File: src/rtl/i2s_shift_tx.sv
module i2s_shift_tx #(
  parameter int DW  = 8,
  parameter int CMP = 16,
  parameter int MOD = 31,
  localparam int CW = $clog2(MOD + 1),
  localparam int BW = $clog2(DW + 1)
) (
  input  logic          clk,
  input  logic          rst,
  input  logic          bclk_en,
  input  logic          in_valid,
  input  logic [DW-1:0] in_data,
  output logic          in_ready,
  output logic          bclk,
  output logic          txd,
  output logic          fs
);

  localparam logic [CW-1:0] CMP_C = CW'(CMP);
  localparam logic [CW-1:0] MOD_C = CW'(MOD);
  localparam logic [BW-1:0] ONE   = BW'(1);
  localparam logic [BW-1:0] FULL  = BW'(DW);

  logic [CW-1:0] cnt;
  logic [DW-1:0] hold, shreg;
  logic          hold_vld;
  logic [BW-1:0] left;

  wire rise     = bclk_en & ~bclk;
  wire fall     = bclk_en & bclk;
  wire slot_end = fall && (left <= ONE);
  wire take     = in_valid && in_ready;
  wire load     = take && hold_vld;

  wire [DW-1:0] merged = {hold[DW-2:0], in_data[DW-1]};
  wire [CW-1:0] cnt_nx = (cnt == MOD_C) ? '0 : cnt + 1'b1;

  assign in_ready = !hold_vld || slot_end;
  assign txd      = shreg[DW-1];

  always_ff @(posedge clk) begin
    if (rst) begin
      bclk     <= 1'b0;
      fs       <= 1'b0;
      cnt      <= '0;
      hold     <= '0;
      hold_vld <= 1'b0;
      shreg    <= '0;
      left     <= '0;
    end else begin
      if (bclk_en) bclk <= ~bclk;
      if (rise) begin
        cnt <= cnt_nx;
        fs  <= (cnt_nx >= CMP_C);
      end
      if (take) begin
        hold     <= in_data;
        hold_vld <= 1'b1;
      end
      if (fall) begin
        if (left > ONE) begin
          shreg <= shreg << 1;
          left  <= left - ONE;
        end else if (load) begin
          shreg <= merged;
          left  <= FULL;
        end else begin
          shreg <= '0;
          left  <= '0;
        end
      end
    end
  end

endmodule


File: config.mk
export PLATFORM = sky130hd
export DESIGN_NAME = i2s_shift_tx
export DESIGN_NICKNAME = d
export VERILOG_FILES = /design/src/rtl/i2s_shift_tx.sv
export SDC_FILE = /design/constraint.sdc
export NUM_CORES = 1
export LEC_CHECK = 0
export BUFFER_PORTS_ARGS = -buffer_cell sky130_fd_sc_hd__buf_2
export CELL_PAD_IN_SITES_DETAIL_PLACEMENT = 0
export CELL_PAD_IN_SITES_GLOBAL_PLACEMENT = 1
export CORE_ASPECT_RATIO = 1.2
export CORE_UTILIZATION = 38
export DETAILED_ROUTE_END_ITERATION = 8
export GPL_TIMING_DRIVEN = 0
export PLACE_DENSITY_LB_ADDON = 0.25
export SLEW_MARGIN = 20
export SYNTH_ARGS = -nofsm -noshare
export SYNTH_HDL_FRONTEND = slang
export SYNTH_SLANG_ARGS = --single-unit
export TNS_END_PERCENT = 10
File: constraint.sdc
create_clock -name clk -period 1.9 [get_ports clk]
set_clock_uncertainty 0.2 [all_clocks]
set_input_delay 0.095 -clock clk [delete_from_list [all_inputs] [get_ports clk]]
set_output_delay 0.095 -clock clk [all_outputs]
set_load 0.05 [all_outputs]
# --- After elaboration in Yosys (flattened, before gate mapping) ---
# Index checks and enable logic that the tools add are counted.
op_classes:
  n_reduce_logical: 5
  n_bitwise: 3
  n_eq_ne: 1
  addsub: 2
  n_mux: 5
  n_lt_le_gt_ge: 3
op_table:
  columns: ["cell", "n"]
  rows:
  - ["8-bit 2-to-1 mux", 2]
  - ["4-bit 2-to-1 mux", 2]
  - ["5-bit by 1-bit adder with 5-bit output, second input constant", 1]
  - ["5-bit equality test, second input constant", 1]
  - ["5-bit >= comparator, second input constant", 1]
  - ["5-bit 2-to-1 mux", 1]
  - ["4-bit by 1-bit greater-than comparator with 1-bit output, second input constant", 1]
  - ["4-bit by 1-bit less-or-equal comparator with 1-bit output, second input constant", 1]
  - ["4-bit by 1-bit subtractor with 4-bit output, second input constant", 1]
  - ["1-bit logical AND", 3]
  - ["1-bit AND", 2]
  - ["1-bit zero test", 1]
  - ["1-bit logical OR", 1]
  - ["1-bit inverter", 1]
word_totals:
  out_inout_bits: 4
  register_bits: 27
  word_cells: 26

# --- Logic depth before layout (Yosys ltp) ---
# Gate-level depths: netlist (run 1).
logic_depth:
  word_depth: 7
  ltp_mapped: 6
  ltp_nobuf: 6

# --- Least setup slack after synthesis (run 1) ---
# OpenSTA, ideal clock, no wires.
synth_path:
  path_kind: "register -> output"
  start: "reg bclk"
  end: "out in_ready"
  path_slack_ns: -0.597
  path_buffers: 0
  arrival_time_ns: 2.202
  stages_incl_launch_ff: 3
  path_cell_list: "dfxtp_1 -> nand2_1 -> o31ai_1"
synth_via:
  elab_chain_cells: 3
synth_rtl:
  columns: ["element", "line_no", "text"]
  rows:
  - ["from (decl)", "14", "output logic bclk,"]
  - ["from (signal assigned)", "51", "if (bclk_en) bclk <= ~bclk;"]
  - ["1-bit AND", "30", "wire fall = bclk_en & bclk;"]
  - ["1-bit logical AND", "31", "wire slot_end = fall && (left <= ONE);"]
  - ["1-bit logical OR", "38", "assign in_ready = !hold_vld || slot_end;"]
  - ["to (decl)", "13", "output logic in_ready,"]
# No other way between the ends.

# --- Worst setup path in the final report (run 1) ---
layout_path:
  start: "reg cnt[0]"
  end: "reg cnt[3]"
layout_via:
  elab_chain_cells: 2
  word_cells_on_any_way: 3
layout_rtl:
  columns: ["element", "line_no", "text"]
  rows:
  - ["from (decl)", "24", "logic [CW-1:0] cnt;"]
  - ["from (signal assigned)", "53", "cnt <= cnt_nx;"]
  - ["5-bit by 1-bit adder with 5-bit output or 5-bit equality test (tied branches)", "36", "wire [CW-1:0] cnt_nx = (cnt == MOD_C) ? '0 : cnt + 1'b1;"]
  - ["5-bit 2-to-1 mux *", "36", null]
# Mark *: on every way between the ends. The rest lies on a longest branch, timed or not.
# A chain may end at the register's enable or synchronous reset.

==> results of run 1 <==
==> cell usage after synthesis (2+ instances only) <==
cell / n
nand3_1: 3
buf_2: 4
o21ai_0: 8
ha_1: 4
a311oi_1: 5
nand2b_1: 15
dfxtp_1: 26
mux2i_1: 9
or4_1: 2
inv_1: 2
nand4_1: 8
nor2_1: 12
clkbuf_1: 4
a21oi_1: 8
nand2_1: 8
a31oi_1: 4
o211ai_1: 3
==> worst max path at each step <==
| stage | endpoint | slack (ps) | from | cells past startpoint |
|---|---|---|---|---|
| floorplan | in_ready | 20 | bclk | 2 |
| global placement | shreg[1] | -80 | left[0] | 5 |
| detailed placement | shreg[1] | -50 | left[0] | 5 |
| CTS | cnt[3] | 10 | cnt[0] | 5 |
| global route | cnt[3] | -9 | cnt[0] | 5 |
| finish | cnt[3] | 50 | cnt[0] | 5 |
==> metrics by stage <==
stage | hold WS, ps | cell area (um^2) | power (uW) | setup TNS, ps
final | 139 | 1610 | 1020 | 0
after global placement | 139 | 1390 | 723 | -282
after detailed placement | 164 | 1390 | 728 | -160
after CTS | 128 | 1580 | 1020 | 0
after global routing | 184 | 1610 | 1080 | -8.57
after floorplan | 10.8 | 1270 | 688 | 0
==> power by group through the flow <==
stage	Sequential [uW]	Combinational, uW	Clock, uW
2_1_floorplan	604	84.2	0
3_3_place_gp	598	125	0
3_5_place_dp	600	128	0
4_1_cts	588	151	285
5_1_grt	591	170	316
6_report	587	155	281
==> what timing repair did <==
| action | CTS | global route |
|---|---|---|
| buffers inserted | 0 | 1 |
| resized for setup | 6 | 10 |
| pin swaps | 0 | 1 |
| hold endpoints to repair | 11 | 0 |
| endpoints found under the setup margin | 8 | 16 |
| hold buffers | 14 | 0 |
==> cell families after synthesis <==
logic type,after synthesis,share of synthesized area
buffers and inverters,13,0.0516
AOI/OAI and AO/OA,31,0.157
DFF,26,0.413
muxes,9,0.0715
adders and majority gates,4,0.0397
and+or+nand+nor,59,0.267
==> worst max-delay path: stages, from the launching register on <==
cell	delay, ps
dfxtp_4	370
ha_2	180
and3_1	180
ha_2	190
or4_1	520
a21oi_2	140
==> per-layer routing <==
layer	vias to the layer above	global-route usage	wire (um)
met1	527	0.241	1330
met3	2	0.0211	80
met2	17	0.282	1360
met5	-	0	0
met4	0	0.0545	20
li1	586	-	-
==> state kept, by name, indices dropped and copies added (netlist names) <==
name and flops:
bclk 1, cnt 4, fs 1, hold 7, hold_vld 1, left 4
shreg 8
==> cell type report <==
| cell class | count | area, um^2 |
|---|---|---|
| flip-flops and latches | 26 | 528 |
| clock buffers | 4 | 36.3 |
| well taps | 36 | 45.0 |
| multi-input cells | 103 | 712 |
| fillers | 301 | 1500 |
| repair buffers | 30 | 225 |
| plain buffers | 10 | 56.3 |
| inverters | 2 | 7.51 |
==> run metrics, run 1 <==
Inst Count DP=between 150 and 200; P_sw=259 uW; ANT cells=0; Hold Violations, Final=0; gpl congestion=approximately 0.7; Leakage Power=0.000586 uW; Max-cap violations=0; IO Pins=16; Skew-Pair Late Insertion Delay=320 ps; Comb power frac=0.151; Post-Layout Cell Count=211; die width=54.6 um; largest net degree at the start of global routing=15; CP Capture Type=flop; R2R cell count=5; most common cell after layout, fill and taps aside=dfxtp_1; Initial Util=0.405; Post-synth EDFFs=0; NumNets Final=about 190; CTS clk-pin slew, worst paths=140 ps; share of the synthesized area in the top cell type=0.413; sequential power share=0.574; Worst-Margin Slew=491 ps; Post-synth ARST share=0; sequential area share after synthesis=0.413; clk sinks=26; GRT overflow=0; worst hold endpoint=bclk; CTS Root Cell=clkbuf_4; reg-to-reg startpoint=cnt[0]; post-route ant nets=0; internal power=between 700 and 800 uW; crit-path max FO=5; Setup Viol. Count Final=0; Die Ht=65.1 um; 1st-pass router iterations=6; Post-Syn Area=0.00126 mm^2; Setup Crit Path Kind=reg -> reg; Final HPWL DP=between 1500 and 2000 um; proportion of layout cells with a drive suffix above 1=0.234; Synth Flop Type=dfxtp_1; min-delay src=rst; vias per cell=5.36; Tcrit/Tclk final=0.972; Post-Syn Instances=about 140; r2r endpoint=cnt[3]; VDD IR-drop max=0.000354 V; CTS tree=built; number of synthesized register bits=26; H-Tree Depth=1; Pins Over Slew Limit=0; Clock power frac=0.275; Power Density=635 mW/mm^2; post-route setup slack=53.2 ps; GRT Util Overall=0.177; initial antenna violation count=0; minimum clock period=1850 ps; Worst Hold Depth=3; cell taking the most area after synthesis=dfxtp_1; FMAX=541 MHz; Rows=22; Synth Area per Inst=8.87 um^2; startpoint types=flop; Layout Area Growth over Synthesis=27.8%; data arrival time of the worst path=1900 ps; maximum clock insertion buffer count=2; Distinct cells, synth=34; switch share=0.253; CTS Buf Count=3; core area=a little over 0.003 mm^2; die area=0.00355 mm^2; First DRT Iteration DRCs=9; vias in the first global route=1107; Hold Crit Class=in -> reg; routed len/inst=13.2 um; routed vias=between 1000 and 1500; IO Port Bufs=15; status=complete, no violations; first-pass GRT wire length=between 4000 and 5000 um; commonest non-fill, non-tap cells in the layout=22 x dfxtp_1, 17 x buf_2, 15 x nand2b_1; main area contributors after synthesis=dfxtp_1 41%, nand2b_1 7.4%, mux2i_1 7.1%; Post-Place Setup Slack=-48.8 ps; Post-Syn Nets=158; Final Core Density=0.518; Slew HR=0.672; Synth Warn #=0; Worst EP required=1950 ps; Reg2Reg Setup Slack=50 ps; Routed WL=2790 um; DRC violations left=0
Note: power is estimated with default switching activity, not from simulation.
==> run 2: changes to the inputs <==
--- a/config.mk
+++ b/config.mk
@@ -12,6 +12,7 @@
 export CORE_UTILIZATION = 38
 export DETAILED_ROUTE_END_ITERATION = 8
 export GPL_TIMING_DRIVEN = 0
+export MAX_ROUTING_LAYER = met4
 export PLACE_DENSITY_LB_ADDON = 0.25
 export SLEW_MARGIN = 20
 export SYNTH_ARGS = -nofsm -noshare
==> run metrics, run 2 (synthesized netlist as in run 1, its figures left out) <==
CTS tree=built; routed vias=1137 (+0.44%); Reg2Reg Setup Slack=50 ps (about the same); Post-Place Setup Slack=-48.8 ps (unchanged); GR peak layer=met2; critical path endpoint=cnt[3]; Skew-Pair Late Insertion Delay=320 ps (about the same); data arrival time of the worst path=1900 ps (about the same); maximum clock insertion buffer count=2 (unchanged); R2R cell count=5 (unchanged); Worst-Margin Slew=491 ps (-0.499 ps); vias in the first global route=1106 (-0.090%); Setup Crit Path Kind=reg -> reg; Tcrit/Tclk final=0.972 (about the same); FMAX=542 MHz (about the same); 1st-pass router iterations=6 (unchanged); P_sw=260 uW (+0.40%); IO Port Bufs=15 (unchanged); vias per cell=5.39 (+0.44%); Slew HR=0.673 (about the same); Final Core Density=0.518 (unchanged); r2r endpoint=cnt[3]; M1 GR Usage=0.241 (unchanged); CTS Root Cell=clkbuf_4; initial antenna violation count=0 (unchanged); Leakage Power=0.000586 uW (unchanged); largest net degree at the start of global routing=15 (unchanged); CP peak stage delay=520 ps (about the same); core area=0.00311 mm^2 (unchanged); Worst EP required=1960 ps (about the same); switch share=0.254 (+0.000735); critical path's slowest cell=or4_1; met3 usage=0.0211 (unchanged); Max-cap violations=0 (unchanged); Post-Route Setup TNS=0 ps (unchanged); Power Density=636 mW/mm^2 (+0.11%); Most common cell on crit path=ha_2; sequential power share=0.574 (about the same); commonest non-fill, non-tap cells in the layout=22 x dfxtp_1, 17 x buf_2, 15 x nand2b_1; GR Layer Usage met2=0.282 (unchanged); CTS clk-pin slew, worst paths=140 ps (about the same); max reg flops=8 (unchanged); CP bufs+invs=0 (unchanged); First DRT Iteration DRCs=12 (+3); Initial Util=0.405 (unchanged); GRT overflow=0 (unchanged); Final HPWL DP=1900 um (unchanged); critical path's top delay family=simple AND/OR/NAND/NOR gates; gpl congestion=0.706 (+1.1%); Inst Count DP=193 (unchanged); H-Tree Depth=1 (unchanged); Clock power frac=0.276 (about the same); ANT cells=0 (unchanged); Pins Over Slew Limit=0 (unchanged); proportion of layout cells with a drive suffix above 1=0.234 (unchanged); post-route setup slack=53.3 ps (+0.126 ps); post-route ant nets=0 (unchanged); die width=54.6 um (unchanged); Die Ht=65.1 um (unchanged); die area=0.00355 mm^2 (unchanged); Routed WL=2800 um (+0.11%); Min Hold Slack=135 ps (-3.06 ps); routed len/inst=13.2 um (+0.11%); Setup Viol. Count Final=0 (unchanged); most common cell after layout, fill and taps aside=dfxtp_1; Hold Violations, Final=0 (unchanged); reg-to-reg startpoint=cnt[0]; CP Capture Type=flop; Biggest register=shreg; crit-path max FO=5 (unchanged); NumNets Final=192 (unchanged); DRC violations left=0 (unchanged); minimum clock period=1850 ps (-0.126 ps); Rows=22 (unchanged); Hold Crit Class=in -> reg; CTS Buf Count=3 (unchanged); min-delay src=rst; IO Pins=16 (unchanged); first-pass GRT wire length=4670 um (unchanged); Fillers=301 (unchanged); startpoint types=flop; crit path launch=cnt[0]; GRT Util Overall=0.181 (+0.00456); VDD IR-drop max=0.000354 V (-0.11%); Post-Layout Cell Count=211 (unchanged); clk sinks=26 (unchanged); internal power=764 uW (about the same); status=complete, no violations; CP Depth=5 (unchanged); Cell Chain, Critical Path=ha_2, and3_1, ha_2, or4_1, a21oi_2; Layout Area Growth over Synthesis=27.8% (unchanged); Comb power frac=0.151 (about the same); top flop regs=shreg (8), hold (7)
[run 2: cell counts in the layout (fill, tap and decap cells not counted)]
Identical to the previous run, type by type.
[run 2: worst min-delay path: stages]
cell      delay (ps)
buf_2            120
clkbuf_1         230
a21oi_1          170
[run 2: worst min-delay path by stage]
stage | to | cells after the start | slack (ps)
after detailed placement | hold[2] | 3 | 160
after global routing | shreg[6] | 3 | 180
after global placement | hold_vld | 3 | 140
after CTS | bclk | 3 | 130
final | bclk | 3 | 140
after floorplan | hold_vld | 2 | 10
[run 2: layout make-up]
cell class / instances / area [um^2] / share of cell area
timing repair buffer: 30 / 225 / 0.140
multi-input combinational: 103 / 712 / 0.442
buffer: 10 / 56.3 / 0.0350
inverter: 2 / 7.51 / 0.00466
sequential: 26 / 528 / 0.328
tap: 36 / 45.0 / 0.0280
clock buffer: 4 / 36.3 / 0.0225
[run 2: power by group through the flow]
stage                     logic, uW  registers (uW)  clock network (uW)
after global placement          125             598                   0
final                           154             587                 282
after CTS                       151             588                 285
after global routing            170             591                 316
after detailed placement        128             600                   0
after floorplan                84.2             604                   0
[run 2: metal layers]
metal / vias up / wire length (um) / share of wire
met5: - / 0 / 0
met4: 0 / 28 / 0.010
met3: 4 / 77 / 0.028
met2: 21 / 1370 / 0.49
met1: 526 / 1320 / 0.47
li1: 586 / - / -
[run 2: stage by stage]
| step | total power (uW) | instance area (um^2) |
|---|---|---|
| 2_1_floorplan | 688 | 1270 |
| 3_3_place_gp | 723 | 1390 |
| 3_5_place_dp | 728 | 1390 |
| 4_1_cts | 1020 | 1580 |
| 5_1_grt | 1080 | 1610 |
| 6_report | 1020 | 1610 |
[run 2: timing repair]
action	in CTS	in global routing
cloned	0	0
setup buffers	0	1
gates resized for setup	6	10
setup endpoints to repair	8	16
endpoints found under the hold margin	11	0
hold buffers	14	0
pin swaps	0	1
